[config.mk]
export PLATFORM = sky130hd
export DESIGN_NAME = dma_serial_host
export DESIGN_NICKNAME = d
export VERILOG_FILES = /design/src/rtl/dma_serial_host.sv
export SDC_FILE = /design/constraint.sdc
export NUM_CORES = 1
export LEC_CHECK = 0
export CAP_MARGIN = 15
export CORE_ASPECT_RATIO = 0.6
export CORE_UTILIZATION = 50
export DETAILED_ROUTE_END_ITERATION = 10
export PLACE_DENSITY_LB_ADDON = 0.15
export SETUP_SLACK_MARGIN = 0.3
export SYNTH_ARGS = -nofsm -noshare
export SYNTH_HDL_FRONTEND = slang
export SYNTH_SLANG_ARGS = --single-unit
[constraint.sdc]
create_clock -name clk -period 2.6 [get_ports clk]
set_clock_uncertainty 0.2 [all_clocks]
set_input_delay 0.78 -clock clk [delete_from_list [all_inputs] [get_ports clk]]
set_output_delay 0.78 -clock clk [all_outputs]
set_load 0.02 [all_outputs]
[src/rtl/dma_serial_host.sv]
module dma_serial_host #(
  parameter int CH = 8,
  parameter logic [CH-1:0] RESERVED = 8'h10
) (
  input  logic                  clk,
  input  logic                  rst_n,
  input  logic                  req_n,
  input  logic                  xfer_done,
  output logic                  gnt_n,
  output logic [CH-1:0]         pending,
  output logic                  grant_active,
  output logic [$clog2(CH)-1:0] grant_ch
);
  localparam int CW = $clog2(CH);

  typedef enum logic [1:0] {IDLE, MARK, SEND, HOLD} gstate_t;

  gstate_t state;
  logic          req_q, rx_on;
  logic [CW-1:0] rx_idx, bit_idx, pick;
  logic [CH-1:0] rx_sh;

  wire frame_start = !rx_on && req_q && !req_n;
  wire frame_end   = rx_on && (rx_idx == CW'(CH-1));
  wire [CH-1:0] frame_bits = {req_n, rx_sh[CH-1:1]};
  wire holding  = (state == HOLD);
  wire grant_go = (state == IDLE) && (|pending) && !frame_end;

  always_comb begin
    pick = '0;
    for (int i = CH-1; i >= 0; i--)
      if (pending[i]) pick = CW'(i);
  end

  always_ff @(posedge clk or negedge rst_n) begin
    if (!rst_n) begin
      req_q  <= 1'b1;
      rx_on  <= 1'b0;
      rx_idx <= '0;
      rx_sh  <= '0;
    end else begin
      req_q <= req_n;
      if (frame_start) begin
        rx_on  <= 1'b1;
        rx_idx <= '0;
      end else if (rx_on) begin
        rx_sh  <= frame_bits;
        rx_idx <= rx_idx + 1'b1;
        if (frame_end) rx_on <= 1'b0;
      end
    end
  end

  always_ff @(posedge clk or negedge rst_n) begin
    if (!rst_n)
      pending <= '0;
    else if (frame_end)
      pending <= frame_bits & ~RESERVED;
    else if (grant_go)
      pending[pick] <= 1'b0;
  end

  always_ff @(posedge clk or negedge rst_n) begin
    if (!rst_n) begin
      state    <= IDLE;
      grant_ch <= '0;
      bit_idx  <= '0;
    end else begin
      case (state)
        IDLE: if (grant_go) begin
          grant_ch <= pick;
          state    <= MARK;
        end
        MARK: begin
          bit_idx <= '0;
          state   <= SEND;
        end
        SEND: begin
          bit_idx <= bit_idx + 1'b1;
          if (bit_idx == CW'(CW-1)) state <= HOLD;
        end
        HOLD: if (xfer_done) state <= IDLE;
        default: state <= IDLE;
      endcase
    end
  end

  assign grant_active = (state != IDLE);
  assign gnt_n = (state == IDLE) ? 1'b1 :
                 (state == SEND) ? grant_ch[bit_idx] : 1'b0;
endmodule

-- Word level (Yosys, flattened, before mapping)
Index checks and enable logic that the tools add are counted.
- add/sub/neg operators: 2
- order comparisons: 3
- equal/unequal tests: 8
- mux-type cells: 26
- bitwise gates (word level): 3
- reduce and logical (&&, ||, !) cells: 18
- operator list (operator ; number):
    3-bit two-way mux ; 10
    8-bit two-way mux ; 2
    8-bit AND ; 1
    8-bit inverter ; 1
    2-bit case mux with 4 select lines ; 1
    2-bit nonzero test ; 4
    8-bit OR reduction ; 1
    1-bit two-way mux ; 7
    3-bit by 1-bit adder with 3-bit output, second input constant ; 2
    1-bit logical AND ; 6
    2-bit two-way mux ; 3
    2-bit inequality test, second input constant ; 3
    3-bit case mux with 2 select lines ; 1
    2-bit equality test, second input constant ; 2
    3-bit by 4-bit < comparator with 1-bit output, second input constant ; 1
    2-bit AND reduction ; 2
    1-bit demux with 3-bit select ; 1
    3-bit by 2-bit equality test with 1-bit output, second input constant ; 1
    3-bit equality test, second input constant ; 1
    3-bit by 1-bit greater-or-equal comparator with 1-bit output, second input constant ; 1
    1-bit logical NOT ; 3
    3-bit < comparator, second input constant ; 1
    3-bit AND reduction ; 1
    1-bit binary-select mux with 2-bit select ; 1
    other kinds (3) ; 3
- register bits: 29
- bits of input ports: 4
- output and inout port bits: 13
- logic and storage cells: 68

-- Logic depth before layout (Yosys ltp)
Gate-level depths: netlist (run 1).
- depth in word-level cells: 16
- mapped depth: 7
- gate-level depth less buffers: 6

-- Worst setup path after synthesis (run 1)
No wires, ideal clock.
- path type: flip-flop to output port
- start: register state[0]
- end: output port gnt_n
- arrival: 1.202 ns
- required time: 1.620 ns
- setup slack: 0.418 ns
- stages on the path, launching flop included: 5
- buffers on the path: 0
- path through: dfrtp_1 -> inv_1 -> ha_1 -> inv_1 -> o21ai_0
- longest elaborated chain between the ends: 3
- elaborated cells on any way between the ends: 4
- classes of those cells: eq/ne: 1; mux: 2; reduce/logical: 1
- RTL lines (element ; line ; text):
    start, declared ; 18 ; gstate_t state;
    start signal, assigned ; 65 ; state <= IDLE;
    start signal, assigned ; 72 ; state <= MARK;
    start signal, assigned ; 76 ; state <= SEND;
    2-bit equality test ; 90 ; (state == SEND) ? grant_ch[bit_idx] : 1'b0;
    1-bit two-way mux ; 90 ;
    1-bit two-way mux * ; 89 ; assign gnt_n = (state == IDLE) ? 1'b1 :
    end, declared ; 9 ; output logic gnt_n,
Mark *: on every way between the ends. The rest lies on a longest branch, timed or not.

-- Worst setup path in the final report (run 1)
- start: register bit_idx[0]
- end: output port gnt_n
- longest elaborated chain between the ends: 4
- RTL lines (element ; line ; text):
    start, declared ; 20 ; logic [CW-1:0] rx_idx, bit_idx, pick;
    start signal, assigned ; 79 ; bit_idx <= bit_idx + 1'b1;
    1-bit binary-select mux with 2-bit select ; 90 ;
    1-bit two-way mux (implied by the code) ; 90 ;
    1-bit two-way mux ; 90 ;
    1-bit two-way mux ; 89 ;
Every way passes these cells. The select of a mux whose other input is x is not followed.

==> results.md, run 1 <==
* Die area at 0.00291 mm^2
* Share of layout cells above drive strength 1 at 0.159
* Area Overhead vs Synth at 21.1%
* Critical path data required time at 1620 ps
* Final wirelength at 2810 um
* Clk root buf: clkbuf_8
* Outcome: finished clean
* Setup crit end kind: output pin
* Port-buffer cells at 16
* Initial antenna violation count at 0
* Worst reg2reg setup slack at 490 ps
* Routed Antenna Nets at 0
* Final Hold Fails at 0
* Worst Reg2Reg Path Length in Cells at 6
* Worst Setup SP: bit_idx[0]$_DFFE_PN0P_
* Period utilization at 0.880
* Initial Utilization at 0.533
* IO Pins at 17
* Slew HR at 0.713
* TritonCTS clock tree: done
* H-tree levels at 1
* Worst Tran Pin Value at 426 ps
* Final net count at 169
* Max Fclk at 437 MHz
* Cell depth of the worst hold path at 1
* Leak at 0.811 nW
* FF-to-FF Start: rx_idx[0]$_DFFE_PN0P_
* Hold WC Path Type: flip-flop to flip-flop
* Main synth FF type: dfrtp_1
* Largest area contributor in the netlist: dfrtp_1
* Top-area cell type share of the netlist area at 0.502
* Vias in the first global route at 1007
* Syn Area/Cell at 10.3 um^2
* Die W at 69.0 um
* Minimum clock period at 2290 ps
* Routability cong. at 0.828
* Max Cap Viol at 0
* Clk_lat worst skew at 280 ps
* Yosys warns at 0
* Mapped Area at 0.00135 mm^2
* #FFs+latches synth at 28
* Sequential fraction of the synthesis area at 0.522
* Starting DRT DRC Count at 96
* HPWL after detailed placement at 2070 um
* CP arrival at 1310 ps
* Core area at 0.00252 mm^2
* Most common cell in the netlist: dfrtp_1
* Vias at 1028
* Unrepaired setup endpoints after global routing: yes
* Post-Syn Nets at 142
* Largest net degree at the start of global routing at 29
* Die Ht at 42.2 um
* Final setup TNS at 0 ps
* EDFF count, synth at 0
* Clk sinks at 28
* Max VDD drop at 0.000614 V
* Residual overflow from global routing at 0
* Cells after Synth at 131
* Vias per cell at 5.44
* Worst Setup EP: gnt_n
* CTS buffer count at 3
* Worst Setup Start Kind: flip-flop
* Clock Pin Slew Worst Setup and Hold Paths at 100 ps
* Diodes inserted at 0
* Site Rows at 14
* DR DRC count at 0
* Post-Route Utilization at 0.646
* All-Layer GR Usage at 0.232
* # setup viols final at 0
* Overall power at 2.07 mW
* Peak fanout along the critical path at 3
* Synth unique cells at 29
* Synth area leaders: dfrtp_1 (50%), o21ai_0 (6.7%), mux2_2 (6.7%)
* Max clock buf depth at 2
* Hold_buf cts at 0
* Fin. max-slew vios at 0
* Drt pass-1 iters at 4
* Drt wl/cell at 14.9 um
* Reg2Reg Capture Point: grant_ch[0]$_DFFE_PN0P_
* Crit Path Class: flip-flop to output pin
* Synth top cells by count: dfrtp_1 (27), nand2_1 (23), o21ai_0 (18), inv_1 (8), mux2_2 (8)
* Cell Pwr Density at 1270 mW/mm^2
* Share of flip-flops with an asynchronous set or reset at 1.00
* First-pass GRT wire length at 4910 um
==> worst max-delay path, stage by stage (launching register included) <==
cell     delay, ps
dfrtp_1        400
mux2i_1        200
nor2_1          50
a31oi_1        140
o21ai_1         70
buf_2          150
==> worst min path at each step <==
stage | endpoint | startpoint
2_1_floorplan | pending[0]$_DFFE_PN0P_ | rx_sh[1]$_DFFE_PN0P_
3_3_place_gp | pending[0]$_DFFE_PN0P_ | rx_sh[1]$_DFFE_PN0P_
3_5_place_dp | rx_idx[0]$_DFFE_PN0P_ | rx_idx[0]$_DFFE_PN0P_
5_1_grt | rx_idx[0]$_DFFE_PN0P_ | rx_idx[0]$_DFFE_PN0P_
4_1_cts | rx_idx[0]$_DFFE_PN0P_ | rx_idx[0]$_DFFE_PN0P_
6_report | rx_idx[0]$_DFFE_PN0P_ | rx_idx[0]$_DFFE_PN0P_
==> through the flow <==
| step | worst slack [ps] | hold WS (ps) | area (um^2) | cells |
|---|---|---|---|---|
| after CTS | 313 | 293 | 1620 | 188 |
| after global placement | 191 | 265 | 1570 | 181 |
| after floorplan | 418 | 235 | 1350 | 131 |
| after global routing | 233 | 311 | 1630 | 189 |
| after detailed placement | 143 | 281 | 1570 | 181 |
| final | 312 | 294 | 1630 | 189 |
==> final cells by class <==
cell class | instances | area (um^2)
fill | 205 | 893
sequential | 28 | 702
multi-input combinational | 93 | 604
timing repair buffer | 24 | 208
clock buffer | 4 | 45.0
tap | 32 | 40.0
inverter | 8 | 30.0
==> routing by layer <==
layer | up-vias | wire, um | track usage | share of wire
li1 | 507 | - | - | -
met1 | 479 | 1430 | 0.373 | 0.51
met2 | 42 | 1160 | 0.317 | 0.41
met3 | 0 | 221 | 0.0652 | 0.079
met4 | 0 | 0 | 0.0245 | 0
met5 | - | 0 | 0 | 0
==> registers in the layout, summed over array words and instances, names as in the netlist <==
signal    count
rx_on         1
rx_idx        3
pending       8
state         2
bit_idx       3
req_q         1
rx_sh         7
grant_ch      3
==> cell families after synthesis <==
group | count (synthesis) | share of synthesized area
buffers and inverters | 10 | 0.0288
DFF | 28 | 0.522
and+or+nand+nor | 44 | 0.154
muxes | 12 | 0.100
adders and majority gates | 7 | 0.0651
AOI/OAI and AO/OA | 30 | 0.129
==> what timing repair did <==
item	in CTS	in global routing
endpoints found under the setup margin	10	5
setup buffers	3	1
resized for setup	17	5
==> power breakdown <==
group / internal, mW / total [mW] / switching [mW]
clock: 0.110 / 0.244 / 0.134
sequential: 0.617 / 0.768 / 0.151
combinational: 0.489 / 1.06 / 0.568
total: 1.22 / 2.07 / 0.853
==> layout by cell type, fill, tap and decap left out, types with 2 or more instances in the layout <==
cell / count
a21oi_1: 5
buf_2: 2
buf_4: 8
clkbuf_8: 3
clkdlybuf4s50_1: 3
dfrtp_1: 27
dlygate4sd2_1: 8
dlymetal6s2s_1: 3
ha_1: 7
inv_1: 7
mux2_2: 8
mux2i_1: 3
nand2_1: 23
nand2b_1: 2
nand3_1: 4
nand3b_1: 2
nor2_1: 6
nor2b_1: 2
o21ai_0: 17
Note: power is estimated with default switching activity, not from simulation.
==> inputs of run 2 (changes only) <==
Settings changed: TNS_END_PERCENT set to 20.
==> results.md, run 2 (synthesized netlist as in run 1, its figures left out) <==
* Outcome: finished clean
* Fillers at 198 (-3.4%)
* Max Cap Viol at 0 (unchanged)
* Port-buffer cells at 16 (unchanged)
* M1 WL at 1400 um (-1.6%)
* Post-place setup slack at 143 ps (unchanged)
* Biggest regs: pending: 8 flops, rx_sh: 7 flops
* DR top layer: met3
* Final Non-Filler Cells at 188 (-0.53%)
* HPWL after detailed placement at 2070 um (unchanged)
* Clk_lat worst skew at 280 ps (about the same)
* CP delay by family, top: buffers and inverters
* Max VDD drop at 0.000632 V (+3.0%)
* Residual overflow from global routing at 0 (unchanged)
* Period utilization at 0.897 (+0.0167)
* CP peak stage delay at 630 ps (+230 ps)
* Leak at 0.787 nW (-2.9%)
* Routability cong. at 0.828 (unchanged)
* Fin. max-slew vios at 0 (unchanged)
* CTS buffer count at 3 (unchanged)
* Peak fanout along the critical path at 6 (+3)
* Initial Utilization at 0.533 (unchanged)
* Setup crit end kind: output pin
* Drt wl/cell at 14.9 um (+0.10%)
* Die Ht at 42.2 um (unchanged)
* TritonCTS clock tree: done
* Met3 routed WL at 219 um (-0.90%)
* Max reg flops at 8 (unchanged)
* Site Rows at 14 (unchanged)
* Drt pass-1 iters at 4 (unchanged)
* Core area at 0.00252 mm^2 (unchanged)
* Minimum clock period at 2330 ps (+43.4 ps)
* Worst Tran Pin Value at 432 ps (+6.31 ps)
* Worst-path cell chain: clkdlybuf4s50_1
* # setup viols final at 0 (unchanged)
* IO Pins at 17 (unchanged)
* Routed Antenna Nets at 0 (unchanged)
* Dpl cells at 181 (unchanged)
* Final wirelength at 2800 um (-0.43%)
* DR WL met2 at 1170 um (+1.1%)
* CP arrival at 1350 ps (+40 ps)
* Most frequent cells in the layout: dfrtp_1 (27), nand2_1 (23), o21ai_0 (18), clkdlybuf4s50_1 (12), mux2_2 (8)
* Hold_buf cts at 0 (unchanged)
* Hold WC Path Type: flip-flop to flip-flop
* Cell Pwr Density at 1280 mW/mm^2 (+0.66%)
* Starting DRT DRC Count at 89 (-7.3%)
* Vias at 1040 (+1.2%)
* Final net count at 168 (-0.59%)
* Final Hold Fails at 0 (unchanged)
* Largest net degree at the start of global routing at 29 (unchanged)
* Clk root buf: clkbuf_8
* Vias in the first global route at 1007 (unchanged)
* Slowest stage cell, crit path: clkdlybuf4s50_1
* Die W at 69.0 um (unchanged)
* Crit Path Class: flip-flop to output pin
* Die area at 0.00291 mm^2 (unchanged)
* Unrepaired setup endpoints after global routing: yes
* DR DRC count at 0 (unchanged)
* First-pass GRT wire length at 4910 um (unchanged)
* Critical path data required time at 1620 ps (about the same)
* H-tree levels at 1 (unchanged)
* Crit path setup slack, layout at 269 ps (-43.4 ps)
* Initial antenna violation count at 0 (unchanged)
* Max Fclk at 429 MHz (-1.9%)
* Slew HR at 0.709 (-0.00425)
* Clk sinks at 28 (unchanged)
* Worst Setup Start Kind: flip-flop
* Bufs and invs on worst path at 1 (unchanged)
* Clock Pin Slew Worst Setup and Hold Paths at 100 ps (about the same)
* Final setup TNS at 0 ps (unchanged)
* Area Overhead vs Synth at 21.6%
* Vias per cell at 5.53 (+1.7%)
* Max clock buf depth at 2 (unchanged)
* Biggest register: pending
* Commonest non-fill, non-tap cell in the layout: dfrtp_1
* All-Layer GR Usage at 0.232 (unchanged)
* Share of layout cells above drive strength 1 at 0.154 (-0.00539)
* Diodes inserted at 0 (unchanged)
[run 2: cell types whose count changed in the layout (fill, tap and decap cells not counted)]
| cell | before | now |
|---|---|---|
| clkdlybuf4s15_2 | 0 | 1 |
| dlymetal6s2s_1 | 3 | 2 |
| o21ai_1 | 1 | 0 |
| buf_4 | 8 | 7 |
| buf_2 | 2 | 1 |
| dlygate4sd2_1 | 8 | 0 |
| o21ai_0 | 17 | 18 |
| clkdlybuf4s50_1 | 3 | 12 |
[run 2: final timing paths]
check                                        from                 endpoint  slack [ps]  cells past startpoint
setup / recovery           pending[3]$_DFFE_PN0P_               pending[3]         270                      1
hold / removal              rx_idx[0]$_DFFE_PN0P_    rx_idx[0]$_DFFE_PN0P_         290                      1
setup reg to reg            rx_idx[0]$_DFFE_PN0P_  grant_ch[0]$_DFFE_PN0P_         490                      6
hold reg to reg             rx_idx[0]$_DFFE_PN0P_    rx_idx[0]$_DFFE_PN0P_         290                      1
max in group asynchronous                   rst_n          req_q$_DFF_PN1_        1210                      2
min in group asynchronous                   rst_n     rx_sh[1]$_DFFE_PN0P_         670                      2
[run 2: final cells by class]
cell class                 count  area, um^2  share of cell area
clock buffer                   4        45.0              0.0275
inverter                       8        30.0              0.0184
multi-input combinational     93         604               0.370
sequential                    28         702               0.429
tap                           32        40.0              0.0245
timing repair buffer          23         214               0.131
[run 2: routing by layer]
metal	up-vias	GRT usage
met5	-	0
met4	0	0.0245
met3	0	0.0652
met2	47	0.317
met1	487	0.373
li1	506	-
[run 2: timing repair]
| action | CTS | global route |
|---|---|---|
| resized for setup | 9 | 2 |
| endpoints found under the setup margin | 10 | 13 |
| endpoints found under the hold margin | 0 | 0 |
| buffers inserted | 3 | 0 |
[run 2: per-stage QoR]
step / hold WS, ps / util / cell area, um^2 / total power [mW]
after floorplan: 235 / - / 1350 / 1.45
after global placement: 265 / 0.621 / 1570 / 1.78
after detailed placement: 281 / 0.621 / 1570 / 1.83
after CTS: 293 / 0.646 / 1630 / 2.09
after global routing: 311 / 0.648 / 1640 / 2.26
final: 291 / 0.648 / 1640 / 2.09
[run 2: where the power goes]
group,internal (mW),switching (mW),leakage [nW]
registers,0.617,0.153,0.345
clock network,0.110,0.133,0.0228
logic,0.510,0.567,0.420
total,1.24,0.853,0.787
